`config.mk`:
```
export PLATFORM = sky130hd
export DESIGN_NAME = sck_gen
export DESIGN_NICKNAME = d
export VERILOG_FILES = /design/src/rtl/sck_gen_pkg.sv /design/src/rtl/sck_cfg_hold.sv /design/src/rtl/sck_phase_counter.sv /design/src/rtl/sck_edge_mark.sv /design/src/rtl/sck_gen.sv
export SDC_FILE = /design/constraint.sdc
export NUM_CORES = 1
export LEC_CHECK = 0
export BUFFER_PORTS_ARGS = -buffer_cell sky130_fd_sc_hd__buf_2
export CAP_MARGIN = 20
export CORE_ASPECT_RATIO = 1.2
export CORE_MARGIN = 2
export CORE_UTILIZATION = 54
export CTS_CLUSTER_SIZE = 10
export DETAILED_ROUTE_END_ITERATION = 6
export PLACE_DENSITY = 0.79
export RECOVER_POWER = 25
export SLEW_MARGIN = 15
export SYNTH_ARGS = -nofsm -noshare
export SYNTH_HDL_FRONTEND = slang
export SYNTH_SLANG_ARGS = --single-unit
```
`constraint.sdc`:
```
create_clock -name clk_i -period 3 [get_ports clk_i]
set_clock_uncertainty 0.1 [all_clocks]
set_input_delay 0.15 -clock clk_i [delete_from_list [all_inputs] [get_ports clk_i]]
set_output_delay 0.15 -clock clk_i [all_outputs]
set_load 0.02 [all_outputs]
```
`src/rtl/sck_gen_pkg.sv`:
```
package sck_gen_pkg;
    // Default width of every count field.
    localparam int SCK_CNT_W_DEF = 6;

    // Strobe pair handed from the edge marker to the top.
    typedef struct packed {
        logic sample;
        logic shift;
    } sck_strobe_t;
endpackage

```
`src/rtl/sck_cfg_hold.sv`:
```
module sck_cfg_hold #(
    parameter int CNT_W = sck_gen_pkg::SCK_CNT_W_DEF
) (
    input  logic             clk_i,
    input  logic             rst_ni,
    input  logic             start_i,
    input  logic             cpol_i,
    input  logic [CNT_W-1:0] period_cnt_i,
    input  logic [CNT_W-1:0] active_cnt_i,
    input  logic [CNT_W-1:0] bound_cnt_i,
    output logic [CNT_W-1:0] term_o,
    output logic [CNT_W-1:0] active_o,
    output logic             pol_o
);
    localparam logic [CNT_W-1:0] ONE = CNT_W'(1);

    typedef struct packed {
        logic [CNT_W-1:0] term;
        logic [CNT_W-1:0] active;
        logic             pol;
    } cfg_t;

    cfg_t             cfg_d, cfg_q;
    logic [CNT_W-1:0] shorter;

    always_comb begin
        cfg_d   = cfg_q;
        shorter = (bound_cnt_i < period_cnt_i) ? bound_cnt_i : period_cnt_i;
        if (start_i) begin
            cfg_d.term   = (shorter == '0) ? ONE : shorter;
            cfg_d.active = active_cnt_i;
            cfg_d.pol    = cpol_i;
        end
    end

    always_ff @(posedge clk_i or negedge rst_ni) begin
        if (!rst_ni) begin
            cfg_q.term   <= ONE;
            cfg_q.active <= '0;
            cfg_q.pol    <= 1'b0;
        end else begin
            cfg_q <= cfg_d;
        end
    end

    assign term_o   = cfg_q.term;
    assign active_o = cfg_q.active;
    assign pol_o    = cfg_q.pol;

    // Captured values move only on a start.
    assert_cfg_hold_R7: assert property (@(posedge clk_i) disable iff (!rst_ni)
        !start_i |=> ($stable(term_o) && $stable(active_o) && $stable(pol_o)));

    // The terminal count is never zero.
    assert_term_nonzero_R9: assert property (@(posedge clk_i) disable iff (!rst_ni)
        term_o != '0);
endmodule

```
`src/rtl/sck_phase_counter.sv`:
```
module sck_phase_counter #(
    parameter int CNT_W = sck_gen_pkg::SCK_CNT_W_DEF
) (
    input  logic             clk_i,
    input  logic             rst_ni,
    input  logic             run_i,
    input  logic             start_i,
    input  logic [CNT_W-1:0] term_i,
    input  logic [CNT_W-1:0] active_i,
    output logic             busy_o,
    output logic [CNT_W-1:0] cnt_o,
    output logic             lead_o
);
    localparam logic [CNT_W-1:0] ONE = CNT_W'(1);

    typedef struct packed {
        logic             busy;
        logic [CNT_W-1:0] cnt;
        logic             lead;
    } ctr_t;

    ctr_t ctr_d, ctr_q;

    always_comb begin
        ctr_d = ctr_q;
        if (!run_i) begin
            ctr_d = '0;
        end else if (start_i) begin
            ctr_d.busy = 1'b1;
            ctr_d.cnt  = '0;
            ctr_d.lead = 1'b1;
        end else begin
            ctr_d.cnt  = (ctr_q.cnt == term_i) ? '0 : ctr_q.cnt + ONE;
            ctr_d.lead = (ctr_d.cnt <= active_i);
        end
    end

    always_ff @(posedge clk_i or negedge rst_ni) begin
        if (!rst_ni) begin
            ctr_q <= '0;
        end else begin
            ctr_q <= ctr_d;
        end
    end

    assign busy_o = ctr_q.busy;
    assign cnt_o  = ctr_q.cnt;
    assign lead_o = ctr_q.lead;

    assert_cnt_bound_R3: assert property (@(posedge clk_i) disable iff (!rst_ni)
        busy_o |-> (cnt_o <= term_i));

    assert_cnt_wrap_R3: assert property (@(posedge clk_i) disable iff (!rst_ni)
        (busy_o && run_i && cnt_o == term_i) |=> (cnt_o == '0));

    assert_run_stop_R11: assert property (@(posedge clk_i) disable iff (!rst_ni)
        !run_i |=> (!busy_o && !lead_o));

    assert_lead_span_R4: assert property (@(posedge clk_i) disable iff (!rst_ni)
        busy_o |-> (lead_o == (cnt_o <= active_i)));
endmodule

```
`src/rtl/sck_edge_mark.sv`:
```
module sck_edge_mark (
    input  logic                     clk_i,
    input  logic                     rst_ni,
    input  logic                     busy_i,
    input  logic                     lead_i,
    input  logic                     pol_i,
    input  logic                     cpol_i,
    output logic                     sck_o,
    output sck_gen_pkg::sck_strobe_t strobe_o
);
    typedef struct packed {
        logic lead_prev;
    } edge_t;

    edge_t edge_d, edge_q;

    always_comb begin
        edge_d           = edge_q;
        edge_d.lead_prev = lead_i;
    end

    always_ff @(posedge clk_i or negedge rst_ni) begin
        if (!rst_ni) begin
            edge_q <= '0;
        end else begin
            edge_q <= edge_d;
        end
    end

    always_comb begin
        sck_o           = busy_i ? (pol_i ^ lead_i) : cpol_i;
        strobe_o.sample = lead_i & ~edge_q.lead_prev;
        strobe_o.shift  = busy_i & ~lead_i & edge_q.lead_prev;
    end

    assert_strobe_excl_R12: assert property (@(posedge clk_i) disable iff (!rst_ni)
        !(strobe_o.sample && strobe_o.shift));

    assert_idle_quiet_R2: assert property (@(posedge clk_i) disable iff (!rst_ni)
        !busy_i |-> !strobe_o.shift);
endmodule

```
`src/rtl/sck_gen.sv`:
```
module sck_gen #(
    parameter int CNT_W = sck_gen_pkg::SCK_CNT_W_DEF
) (
    input  logic             clk_i,
    input  logic             rst_ni,
    input  logic             run_i,
    input  logic             cpol_i,
    input  logic [CNT_W-1:0] period_cnt_i,
    input  logic [CNT_W-1:0] active_cnt_i,
    input  logic [CNT_W-1:0] bound_cnt_i,
    output logic             sck_o,
    output logic             sample_o,
    output logic             shift_o
);
    logic                     busy;
    logic                     lead;
    logic                     start;
    logic                     pol_held;
    logic [CNT_W-1:0]         term_held;
    logic [CNT_W-1:0]         active_held;
    logic [CNT_W-1:0]         cnt;
    sck_gen_pkg::sck_strobe_t strobe;

    assign start = run_i & ~busy;

    sck_cfg_hold #(.CNT_W(CNT_W)) u_cfg (
        .clk_i        (clk_i),
        .rst_ni       (rst_ni),
        .start_i      (start),
        .cpol_i       (cpol_i),
        .period_cnt_i (period_cnt_i),
        .active_cnt_i (active_cnt_i),
        .bound_cnt_i  (bound_cnt_i),
        .term_o       (term_held),
        .active_o     (active_held),
        .pol_o        (pol_held)
    );

    sck_phase_counter #(.CNT_W(CNT_W)) u_ctr (
        .clk_i    (clk_i),
        .rst_ni   (rst_ni),
        .run_i    (run_i),
        .start_i  (start),
        .term_i   (term_held),
        .active_i (active_held),
        .busy_o   (busy),
        .cnt_o    (cnt),
        .lead_o   (lead)
    );

    sck_edge_mark u_edge (
        .clk_i    (clk_i),
        .rst_ni   (rst_ni),
        .busy_i   (busy),
        .lead_i   (lead),
        .pol_i    (pol_held),
        .cpol_i   (cpol_i),
        .sck_o    (sck_o),
        .strobe_o (strobe)
    );

    assign sample_o = strobe.sample;
    assign shift_o  = strobe.shift;

    // A start always opens with a sample strobe.
    assert_start_sample_R5: assert property (@(posedge clk_i) disable iff (!rst_ni)
        start |=> sample_o);

    // The first cycle of a transfer begins at count zero.
    assert_start_zero_R3: assert property (@(posedge clk_i) disable iff (!rst_ni)
        start |=> (busy && cnt == '0));
endmodule

```
==> run_results.csv <==
group,metric,value,unit
outcome,status,"completed",
critical_path,cp.arrival,2.57,ns
power,power.density,418.4,nW/um2
floorplanning,core,2330,um2
sta,slew_violations,0,
cts,cts_tree,"yes",
cts,ctsRootBufferMaster,"clkbuf_4",
cts,clk_pin_slew,0.12,ns
drt,avgViaCountPerCell,5.316,
drt,antenna_left,0,
cts,htreeDepth,1,
synthesis,netlist_area,1338,um2
synthesis,syn_avg_cell_area,10.45,um2
sta,tns,0,ns
global_route,antenna_found_initial,0,
cells_and_area,final_nets,197,
sta,rsz0062_at_grt,"no",
place,dp_slack,0.5816,ns
sta,worst_slack,0.5607,ns
floorplanning,die_h,58.52,um
cts,cts_buffer_depth,2,
cells_and_area,area_delta_synth_final,19.18,%
cts,cts-buffers-inserted,3,
floorplanning,rows,19,
cells_and_area,fin_area,1594,um2
sta,fin_crit,2.439,ns
floorplanning,ios,25,
drt,drc,0,
synthesis,synth_nets,162,
global_route,track_usage,21.12,%
global_route,overflow,0,
drt,routedWlPerCell,13.16,um
worst_hold_path,hold_path_class,"primary input to flip-flop",
synthesis,syn_inst,128,
power,leakagePower,0.8058,nW
sta,timing.hold.ws,0.03841,ns
place,gp_congestion,0.9088,
critical_path,critPathKind,"flip-flop to flip-flop",
floorplanning,die_x,49.43,um
place,place.port_buffers,24,
drt,vias,1026,
floorplanning,initial_core_util,57.41,%
cts,worstSkewPairLatency,0.31,ns
sta,worstMarginPinSlew,1.109,ns
global_route,grt_max_degree,23,
sta,relSlewSlack,26.07,%
cells_and_area,diodes,0,
synthesis,ys_warn_count,0,
drt,drtIter0Drc,6,
sta,post-route-period-util,81.31,%
cells_and_area,fillers,200,
power,ir_worst_vdd,295.3,uV
cells_and_area,final_cell_mix,"buf_2, dfrtp_1, nor2_1",
synthesis,yosys_register_bits,22,
cells_and_area,final_common_cell,"buf_2",
critical_path,crit_fanout,7,
sta,timing.fmax,0.4100,GHz
floorplanning,die-area,2893,um2
global_route,grt_pass1_wl,4602,um
critical_path,endpoint_kind,"flip-flop",
cells_and_area,final_util,68.42,%
cts,cts_resized,0,
run,cap_viol_max_count,0,
critical_path,worstPathRequired,3.13,ns
sta,final-hold-violation-count,0,
synthesis,synthDistinctLibCells,34,
drt,drt_pass1_iterations,4,
cells_and_area,drive_gt1_share,24.69,%
synthesis,ys_seq_area_share,41.25,%
place,hpwlAfterDp,1969,um
drt,drt_wl_total,2540,um
cts,cts_sinks,22,
place,post_dp_cell_area,1480,um2
critical_path,startpoint_type,"flip-flop",
sta,setup_viol,0,
global_route,grt_pass1_vias,1095,
==> per-stage QoR <==
stage	power [mW]	cells
4_1_cts	0.6728	193
3_5_place_dp	0.5283	180
5_1_grt	0.7102	193
2_1_floorplan	0.4738	128
3_3_place_gp	0.5159	180
6_report	0.6669	193
==> worst paths after layout <==
check                          startpoint                end  slack, ns  cells past startpoint
setup / recovery           u_ctr.cnt_o[3]       u_ctr.lead_o       0.56                     10
setup reg to reg           u_ctr.cnt_o[3]       u_ctr.lead_o       0.56                     10
min in group asynchronous          rst_ni    u_cfg.term_o[5]       0.46                      2
hold / removal             bound_cnt_i[3]    u_cfg.term_o[3]       0.04                      3
hold reg to reg              u_ctr.lead_o      u_edge.edge_q       0.37                      0
max in group asynchronous          rst_ni  u_cfg.active_o[1]       1.68                      2
==> metal layers <==
layer | up-vias | routed length (um) | global-route usage (%)
met1 | 473 | 981 | 23.67
li1 | 511 | - | -
met4 | 0 | 129 | 17.06
met2 | 30 | 1347 | 36.87
met5 | - | 0 | 0
met3 | 12 | 81 | 2.030
==> area by class of cell <==
class / count / area, um2 / share of cell area (%)
Multi-Input combinational cell: 92 / 728.2 / 45.68
Clock buffer: 4 / 26.28 / 1.648
Timing Repair Buffer: 33 / 207.7 / 13.03
Sequential cell: 22 / 551.8 / 34.62
Inverter: 11 / 41.29 / 2.590
Tap cell: 31 / 38.79 / 2.433
==> critical path: stages (launching register included) <==
cell      delay (ns)
dfrtp_1         0.44
xnor2_1         0.17
nand4_1         0.15
nor3_4          0.25
nor2b_2         0.08
ha_1            0.29
nor2b_1         0.14
o21ai_0         0.19
nand2b_1        0.09
a221o_1         0.30
a31oi_1         0.17
==> sequential cells by signal (all words and copies together), names as in the netlist <==
signal / count
u_cfg.active_o: 6
u_cfg.pol_o: 1
u_ctr.lead_o: 1
u_cfg.term_o: 6
u_ctr.busy_o: 1
u_edge.edge_q: 1
u_ctr.cnt_o: 6
==> logic make-up after synthesis <==
family          share of synthesized area [%]
mux                                     9.636
buf+inv                                 4.303
fa+ha+maj                               11.23
compound gates                          9.261
simple gates                            17.12
xor+xnor                                7.203
flops                                   41.25
==> synth_stat cells, drive strengths merged <==
cell type	number	area, um2
a21o	1	7.510
a21oi	6	33.78
a221o	2	20.02
a31oi	1	6.260
and3	2	12.51
and3b	1	8.760
buf	2	12.51
clkbuf	1	3.750
dfrtp	21	525.5
dfstp	1	26.28
ha	12	150.1
inv	11	41.29
mux2	7	78.83
mux2i	5	50.05
nand2	7	26.28
nand2b	3	18.77
nand3	2	10.01
nand3b	1	20.02
nand4	3	18.77
nor2	13	48.80
nor2b	3	21.27
nor3	3	31.28
nor4	1	6.260
o21ai	6	30.02
o221ai	1	26.28
or2	1	6.260
xnor2	7	61.31
xor2	4	35.03
==> report_power, final <==
part	leakage, nW	switching, mW	internal (mW)
combinational	0.518	0.0887	0.0877
clock	0.0150	0.0860	0.0519
sequential	0.272	0.0231	0.330
==> timing repair <==
item,4_1_cts,5_1_grt
setup endpoints to repair,0,0
hold buffers,9,0
endpoints found under the hold margin,30,0
buffers inserted,0,0
Power figures use the tool's default switching activity.
